$ cat src/rtl/rom_sel_pkg.sv
package rom_sel_pkg;
  localparam int unsigned NUM_IMG = 3;

  typedef enum logic [NUM_IMG-1:0] {
    IMG0 = 3'b001,
    IMG1 = 3'b010,
    IMG2 = 3'b100
  } img_e;
endpackage

$ cat src/rtl/rom_sel_debounce.sv
module rom_sel_debounce #(
  parameter int unsigned CNT_W       = 16,
  parameter int unsigned SYNC_STAGES = 2
) (
  input  logic clk_i,
  input  logic rst_ni,
  input  logic raw_i,
  output logic level_o,
  output logic rise_o
);
  localparam logic [CNT_W-1:0] CNT_MAX = {CNT_W{1'b1}};

  logic [SYNC_STAGES-1:0] sync_q;
  logic                   synced;
  logic [CNT_W-1:0]       cnt_q;
  logic                   level_q, level_d1_q;

  // Synchroniser chain; stage 0 samples the raw contact.
  for (genvar i = 0; i < SYNC_STAGES; i++) begin : g_sync
    if (i == 0) begin : g_first
      always_ff @(posedge clk_i or negedge rst_ni)
        if (!rst_ni) sync_q[i] <= 1'b0;
        else         sync_q[i] <= raw_i;
    end else begin : g_next
      always_ff @(posedge clk_i or negedge rst_ni)
        if (!rst_ni) sync_q[i] <= 1'b0;
        else         sync_q[i] <= sync_q[i-1];
    end
  end
  assign synced = sync_q[SYNC_STAGES-1];

  // Accept on the 2^CNT_W-th consecutive differing cycle.
  always_ff @(posedge clk_i or negedge rst_ni) begin
    if (!rst_ni) begin
      cnt_q   <= '0;
      level_q <= 1'b0;
    end else if (synced == level_q) begin
      cnt_q <= '0;
    end else if (cnt_q == CNT_MAX) begin
      cnt_q   <= '0;
      level_q <= synced;
    end else begin
      cnt_q <= cnt_q + 1'b1;
    end
  end

  always_ff @(posedge clk_i or negedge rst_ni)
    if (!rst_ni) level_d1_q <= 1'b0;
    else         level_d1_q <= level_q;

  assign level_o = level_q;
  assign rise_o  = level_q & ~level_d1_q;
endmodule

$ cat src/rtl/rom_sel_ring.sv
module rom_sel_ring
  import rom_sel_pkg::*;
(
  input  logic clk_i,
  input  logic rst_ni,
  input  logic adv_i,
  output img_e img_o
);
  img_e img_q, img_d;

  always_comb begin
    unique case (img_q)
      IMG0:    img_d = IMG1;
      IMG1:    img_d = IMG2;
      default: img_d = IMG0;
    endcase
  end

  always_ff @(posedge clk_i or negedge rst_ni)
    if (!rst_ni)    img_q <= IMG0;
    else if (adv_i) img_q <= img_d;

  assign img_o = img_q;
endmodule

$ cat src/rtl/rom_sel_restart.sv
module rom_sel_restart #(
  parameter int unsigned RST_HOLD = 16
) (
  input  logic clk_i,
  input  logic rst_ni,
  input  logic load_i,
  input  logic btn_i,
  output logic sys_rst_no
);
  localparam int unsigned HOLD_W = $clog2(RST_HOLD + 1);
  localparam logic [HOLD_W-1:0] HOLD_VAL = HOLD_W'(RST_HOLD);

  logic [HOLD_W-1:0] cnt_q;
  logic              rst_n_q;

  always_ff @(posedge clk_i or negedge rst_ni)
    if (!rst_ni)           cnt_q <= '0;
    else if (load_i)       cnt_q <= HOLD_VAL;
    else if (cnt_q != '0)  cnt_q <= cnt_q - 1'b1;

  // Registered so it lines up with the registered enables.
  always_ff @(posedge clk_i or negedge rst_ni)
    if (!rst_ni) rst_n_q <= 1'b0;
    else         rst_n_q <= ~((cnt_q != '0) | btn_i);

  assign sys_rst_no = rst_n_q;
endmodule

$ cat src/rtl/rom_sel_decode.sv
module rom_sel_decode
  import rom_sel_pkg::*;
(
  input  logic                 clk_i,
  input  logic                 rst_ni,
  input  img_e                 img_i,
  output logic                 rom_ce_no,
  output logic                 flash_ce_no,
  output logic                 bank_o,
  output logic [NUM_IMG-1:0]   led_o
);
  logic rom_en, flash_en, bank;

  always_comb begin
    rom_en   = 1'b0;
    flash_en = 1'b0;
    bank     = 1'b0;
    unique case (img_i)
      IMG0: rom_en = 1'b1;
      IMG1: flash_en = 1'b1;
      default: begin
        flash_en = 1'b1;
        bank     = 1'b1;
      end
    endcase
  end

  // One register stage: enables switch atomically on a single edge.
  always_ff @(posedge clk_i or negedge rst_ni) begin
    if (!rst_ni) begin
      rom_ce_no   <= 1'b0;
      flash_ce_no <= 1'b1;
      bank_o      <= 1'b0;
      led_o       <= IMG0;
    end else begin
      rom_ce_no   <= ~rom_en;
      flash_ce_no <= ~flash_en;
      bank_o      <= bank;
      led_o       <= img_i;
    end
  end
endmodule

$ cat src/rtl/rom_image_selector.sv
module rom_image_selector
  import rom_sel_pkg::*;
#(
  parameter int unsigned ADDR_W   = 16,
  parameter int unsigned DB_W     = 16,
  parameter int unsigned RST_HOLD = 16
) (
  input  logic              clk_i,
  input  logic              rst_ni,
  input  logic              sel_btn_i,
  input  logic              rst_btn_i,
  input  logic [ADDR_W-1:0] fetch_addr_i,
  output logic              rom_ce_no,
  output logic              flash_ce_no,
  output logic              bank_o,
  output logic [ADDR_W:0]   flash_addr_o,
  output logic              sys_rst_no,
  output logic [2:0]        led_o
);
  logic sel_level, sel_rise;
  logic rbtn_level, rbtn_rise;
  img_e img;

  rom_sel_debounce #(.CNT_W(DB_W)) u_sel_db (
    .clk_i   (clk_i),
    .rst_ni  (rst_ni),
    .raw_i   (sel_btn_i),
    .level_o (sel_level),
    .rise_o  (sel_rise)
  );

  rom_sel_debounce #(.CNT_W(DB_W)) u_rst_db (
    .clk_i   (clk_i),
    .rst_ni  (rst_ni),
    .raw_i   (rst_btn_i),
    .level_o (rbtn_level),
    .rise_o  (rbtn_rise)
  );

  rom_sel_ring u_ring (
    .clk_i  (clk_i),
    .rst_ni (rst_ni),
    .adv_i  (sel_rise),
    .img_o  (img)
  );

  rom_sel_restart #(.RST_HOLD(RST_HOLD)) u_restart (
    .clk_i      (clk_i),
    .rst_ni     (rst_ni),
    .load_i     (sel_rise),
    .btn_i      (rbtn_level),
    .sys_rst_no (sys_rst_no)
  );

  rom_sel_decode u_decode (
    .clk_i       (clk_i),
    .rst_ni      (rst_ni),
    .img_i       (img),
    .rom_ce_no   (rom_ce_no),
    .flash_ce_no (flash_ce_no),
    .bank_o      (bank_o),
    .led_o       (led_o)
  );

  assign flash_addr_o = {bank_o, fetch_addr_i};

  logic unused_rise;
  assign unused_rise = rbtn_rise ^ sel_level;
endmodule

$ cat config.mk
export PLATFORM = sky130hd
export DESIGN_NAME = rom_image_selector
export DESIGN_NICKNAME = d
export VERILOG_FILES = /design/src/rtl/rom_sel_pkg.sv /design/src/rtl/rom_sel_debounce.sv /design/src/rtl/rom_sel_ring.sv /design/src/rtl/rom_sel_restart.sv /design/src/rtl/rom_sel_decode.sv /design/src/rtl/rom_image_selector.sv
export SDC_FILE = /design/constraint.sdc
export NUM_CORES = 1
export LEC_CHECK = 0
export BUFFER_PORTS_ARGS = -buffer_cell sky130_fd_sc_hd__buf_2
export CELL_PAD_IN_SITES_DETAIL_PLACEMENT = 0
export CELL_PAD_IN_SITES_GLOBAL_PLACEMENT = 1
export CORE_ASPECT_RATIO = 0.5
export CORE_MARGIN = 3
export CORE_UTILIZATION = 44
export CTS_BUF_LIST = sky130_fd_sc_hd__clkbuf_8
export CTS_CLUSTER_DIAMETER = 200
export DETAILED_ROUTE_END_ITERATION = 8
export GPL_ROUTABILITY_DRIVEN = 0
export PLACE_DENSITY = 0.84
export REMOVE_ABC_BUFFERS = 1
export SETUP_SLACK_MARGIN = 0.3
export SLEW_MARGIN = 30
export SYNTH_ARGS = -nofsm -noshare
export SYNTH_HDL_FRONTEND = slang
export SYNTH_SLANG_ARGS = --single-unit
$ cat constraint.sdc
create_clock -name clk_i -period 2.06 [get_ports clk_i]
set_input_delay 0.206 -clock clk_i [delete_from_list [all_inputs] [get_ports clk_i]]
set_output_delay 0.206 -clock clk_i [all_outputs]
set_load 0.02 [all_outputs]
After elaboration in Yosys (flattened, before gate mapping):

Index checks and enable logic that the tools add are counted.

* register bits: 54
* word-level logic and storage cells: 46
* input bits: 20
* output and inout bits: 24

* mux-type cells: 9
* bitwise logic cells: 7
* add/sub/neg operators: 3
* reductions and logical operators: 5
* equal/unequal tests: 6

Operator list (number)
* two-way mux 16 bit: 4
* adder 16 x 1 -> 16 bit, second input constant: 2
* equality test 16 bit, second input constant: 2
* two-way mux 5 bit: 2
* one-hot mux 3 bit (2 select lines): 1
* NOT 1 bit: 5
* nonzero test 5 bit: 1
* subtractor 5 x 1 -> 5 bit, second input constant: 1
* AND reduction 2 bit: 2
* equality test 3 x 1 -> 1 bit, second input constant: 1
* equality test 3 x 2 -> 1 bit, second input constant: 1
* equality test 1 bit: 2
* two-way mux 1 bit: 2
* nonzero test 2 bit: 1
* OR reduction 2 bit: 1
* AND 1 bit: 1
* OR 1 bit: 1

Logic depth before layout (Yosys ltp):

* word-level depth: 3
* mapped depth: 7

Cells and area by module:

Synthesis repeated with hierarchy kept, for this count alone.

* cell total of the unflattened synthesis: 240
* area total of the unflattened synthesis: 2536.2 µm²

Modules (own cells, without submodules)
* rom_sel_debounce: area an instance 902.1 µm², instances 2, cells each 87
* rom_sel_restart: area an instance 280.3 µm², instances 1, cells each 27
* rom_sel_decode: area an instance 180.2 µm², instances 1, cells each 10
* rom_sel_ring: area an instance 143.9 µm², instances 1, cells each 12
* rom_image_selector: area an instance 127.6 µm², instances 1, cells each 17

Least setup slack after synthesis:

No wires, ideal clock.

* path kind: flip-flop to flip-flop
* start: register u_restart.cnt_q[0]
* end: register u_restart.cnt_q[2]
* path slack: 0.357 ns
* required time: 1.932 ns
* cell stages (with the launch flop): 8
* arrival time: 1.575 ns
* cells stage by stage: dfrtp_1 -> inv_1 -> ha_1 -> or4b_2 -> clkbuf_1 -> nand2_1 -> mux2_2 -> nor2_1

* word-level cells in the longest chain between the ends: 3
* elaborated cells on any way between the ends: 5
* those cells by class: add/sub (1); mux (2); reduce/logical (2)

Ends and longest elaborated chain
* start: declaration: RTL line rom_sel_restart.sv:13 `logic [HOLD_W-1:0] cnt_q;`
* start signal: assignment: RTL line rom_sel_restart.sv:19 `else if (cnt_q != '0) cnt_q <= cnt_q - 1'b1;`
* subtractor 5 x 1 -> 5 bit: RTL line rom_sel_restart.sv:19
* two-way mux 5 bit: RTL line rom_sel_restart.sv:19
* two-way mux 5 bit: RTL line rom_sel_restart.sv:18 `else if (load_i) cnt_q <= HOLD_VAL;`

Several ways; a longest one is shown, not always the timed one. The select of a mux whose other input is x is not followed.
A chain may end at the register's enable or synchronous reset.

Worst setup path in the final report:

* start: register u_sel_db.cnt_q[0]
* end: register u_sel_db.level_q, in the netlist u_sel_db.level_o

* word-level cells in the longest chain between the ends: 2

Ends and longest elaborated chain
* start: declaration: RTL line rom_sel_debounce.sv:15 `logic [CNT_W-1:0] cnt_q;`
* start signal: assignment: RTL line rom_sel_debounce.sv:43 `cnt_q <= cnt_q + 1'b1;`
* equality test 16 bit: RTL line rom_sel_debounce.sv:39 `end else if (cnt_q == CNT_MAX) begin`
* AND reduction 2 bit (no line)
* end signal: assignment: RTL line rom_sel_debounce.sv:41 `level_q <= synced;`
* end: declaration: RTL line rom_sel_debounce.sv:16 `logic level_q, level_d1_q;`

No other way between the ends.

==> out/metrics.cfg <==
[run_status]
outcome = completed

[worst_setup_path]
cp_data_arrival_time_ns = 1.81
cp_num_buf_inv = 0
cp-startpoint = u_sel_db.cnt_q[0]$_DFF_PN0_
startpoint_type = flip-flop
cp_top_family = simple AND/OR/NAND/NOR gates
path_max_fanout = 5
required_ns = 2.26
endpoint_kind = flip-flop
reg2reg_from = u_sel_db.cnt_q[0]$_DFF_PN0_
crit_slowest_cell = dfrtp_1
max_stage_delay_ns = 0.43
crit_type = flip-flop to flip-flop
crit_chain = ha_1 > nand4_1 > nor2_2 > nand3_1 > mux2_2

[synth]
ys_warn_count = 0
yosys_register_bits = 54
yosysTopAreaCell = dfrtp_1
synth_area_leaders = dfrtp_1 52%, xnor2_1 8.9%, nor2_1 6.6%
synth_area_sq_mm = 0.002450
avgSynthCellArea_sq_um = 10.29
syn_inst = 238
netlist-cell-type-count = 32
ys_seq_area_share_pct = 55.31
synth_async_sr_flop_share_pct = 100.0
synth-edff-count = 0
ys.flop_type = dfrtp_1
synth_top_cell_area_share_pct = 52.09

[timing]
hold_viol = 0
whs_ns = 0.3554
fin_crit_sh_pct = 78.28
fmax_ghz = 0.6201
slew_viol_final = 0
clock_skew_ns = 0.01049
setup_violations = 0
rsz0062_at_grt = no
setup-tns-final_ns = 0
fin_crit_ns = 1.613
max-slew-margin-rel_pct = 63.60
tightestPinTransition_ns = 0.5461

[routing]
drcViolationCount = 0
antenna_left = 0
via_count = 1629
drt-pass1-iter-count = 4
vias_per_cell = 5.123
finalWirelength_mm = 4.186
drt_iter0_markers = 62
routedWlPerCell_um = 13.16

[pwr]
powerDensity_mw_per_mm2 = 703.2
max-vdd-ir-drop_uv = 343.0
p_switching_uw = 391.4
power.share.sequential_pct = 57.5
p_sw_share_pct = 20.72
pwr-share-comb_pct = 3.5
cellLeakagePower_uw = 0.001126
p_clk_share_pct = 39.0
power.internal_uw = 1498

[clock_tree]
cts.clk_slew.worst_paths_ns = 0.10
cts_tree = yes
clock-sinks = 54
clock_latency_ns = 0.30
cts_buffer_depth = 2
htree_num_levels = 2
tritoncts.num_buffers = 5
clockRootBuffer = clkbuf_8

[global_routing]
grt_max_degree = 27
met1_usage_pct = 16.48
grt_util_met3_pct = 6.057
grt_pass1_wl_mm = 7.383
grt_overflow = 0
grt.busiest_layer = met2
grt.total_usage_pct = 13.97
grt_pass1_vias = 1683
use_met2_pct = 23.91
antenna_found_initial = 0

[finish]
num_antenna_cells = 0
fin_nets = 270
syn2layout_area_growth_pct = 9.653
drive_gt1_share_pct = 16.94
fin_cells = 318
fillerInstances = 466

[die]
rows = 18
die_y_um = 58.77
core_area_sq_mm = 0.005135
dieArea_sq_mm = 0.006554
fp.dieW_um = 111.5
start_util_pct = 47.71
ios = 44

[placement]
port_buffers = 11
dp_cells = 305
hpwlAfterDp_mm = 2.991

[job]
cap_violations = 0

[min_path]
hp-class = flip-flop to flip-flop
min-delay-start = u_rst_db.sync_q[0]$_DFF_PN0_

[final timing paths]
| check | end | slack (ns) | cells past startpoint |
|---|---|---|---|
| setup / recovery | u_sel_db.level_o$_DFFE_PN0P_ | 0.45 | 5 |
| hold / removal | u_rst_db.synced$_DFF_PN0_ | 0.36 | 0 |
| setup reg to reg | u_sel_db.level_o$_DFFE_PN0P_ | 0.45 | 5 |
| hold reg to reg | u_rst_db.synced$_DFF_PN0_ | 0.36 | 0 |
| max in group asynchronous | u_decode.flash_ce_no$_DFF_PN1_ | 0.97 | 3 |
| min in group asynchronous | u_ring.img_o[2]$_DFFE_PN0P_ | 0.42 | 2 |
[kinds of logic after synthesis]
kind of cell             share of synthesized area, %
adder cells (fa/ha/maj)                         1.532
XOR/XNOR                                        10.37
buffers and inverters                           7.763
flip-flops                                      55.31
multiplexers                                    1.838
AO/OA/AOI/OAI                                   3.217
AND/OR/NAND/NOR                                 19.97
[power groups by stage]
stage          sequential (uW)  combinational (uW)  clock, uW
2_1_floorplan             1100                25.3          0
3_3_place_gp              1110                61.5          0
3_5_place_dp              1110                63.3          0
4_1_cts                   1090                66.4        757
5_1_grt                   1090                77.3        813
6_report                  1090                66.1        737
[sequential cells by signal (all words and copies together) (netlist names), 3 cells and up]
signal / count
u_sel_db.cnt_q: 16
u_rst_db.cnt_q: 16
u_restart.cnt_q: 5
u_ring.img_o: 3
u_decode.led_o: 3
[cell type report]
cell class	instances	area [sq um]	area share (%)
multi-input cells	151	928.4	34.56
repair buffers	22	145.1	5.403
inverters	13	48.80	1.816
clock inverters	2	38.79	1.444
clock buffers	6	82.58	3.074
flip-flops and latches	54	1355	50.44
well taps	70	87.58	3.260
[per-stage QoR]
stage / worst slack, ns / cell area (sq um) / power [uW] / util (%)
3_5_place_dp: 0.2976 / 2496 / 1170 / 48.61
6_report: 0.4473 / 2686 / 1889 / 52.31
3_3_place_gp: 0.3674 / 2496 / 1167 / 48.61
2_1_floorplan: 0.4068 / 2308 / 1129 / -
4_1_cts: 0.3451 / 2641 / 1909 / 51.44
5_1_grt: 0.3053 / 2686 / 1978 / 52.31
[placed cells by master, fill, tap and decap left out, drive strengths merged, types with 2 or more instances in the layout]
| cell type | count |
|---|---|
| a21o | 2 |
| a21oi | 3 |
| buf | 19 |
| clkbuf | 6 |
| dfrtp | 51 |
| dfstp | 3 |
| dlygate4sd3 | 3 |
| ha | 3 |
| inv | 14 |
| mux2 | 4 |
| nand2 | 12 |
| nand2b | 3 |
| nand3 | 11 |
| nand4 | 9 |
| nor2 | 43 |
| nor3 | 12 |
| nor4 | 3 |
| o21ai | 3 |
| or2 | 3 |
| or3 | 3 |
| xnor2 | 25 |
| xor2 | 4 |
[cells in the mapped netlist, types with 2 or more instances]
library cell and instances:
nor3_1 12, or3_1 3, mux2_2 4, buf_2 2, xnor2_1 25, o21ai_0 3, nand4_1 8, a21oi_1 3
nand2_1 12, dfstp_2 3, nor2_1 43, xor2_1 4, buf_4 17, nand3_1 11, or2_2 2, dfrtp_1 51
ha_1 3, nand2b_1 3, a21o_1 2, inv_1 13, nor4_1 3
[timing repair]
action / 4_1_cts / 5_1_grt
buffers inserted: 0 / 2
pin swaps: 0 / 3
endpoints found under the hold margin: 25 / 1
hold buffers: 2 / 1
resized for setup: 1 / 4
setup endpoints to repair: 1 / 28
[routing by layer]
layer / routed length [um] / vias up
met5: 0 / -
met3: 260 / 0
met2: 2006 / 37
li1: - / 783
met1: 1919 / 809
met4: 0 / 0
(Power assumes the default switching activity.)
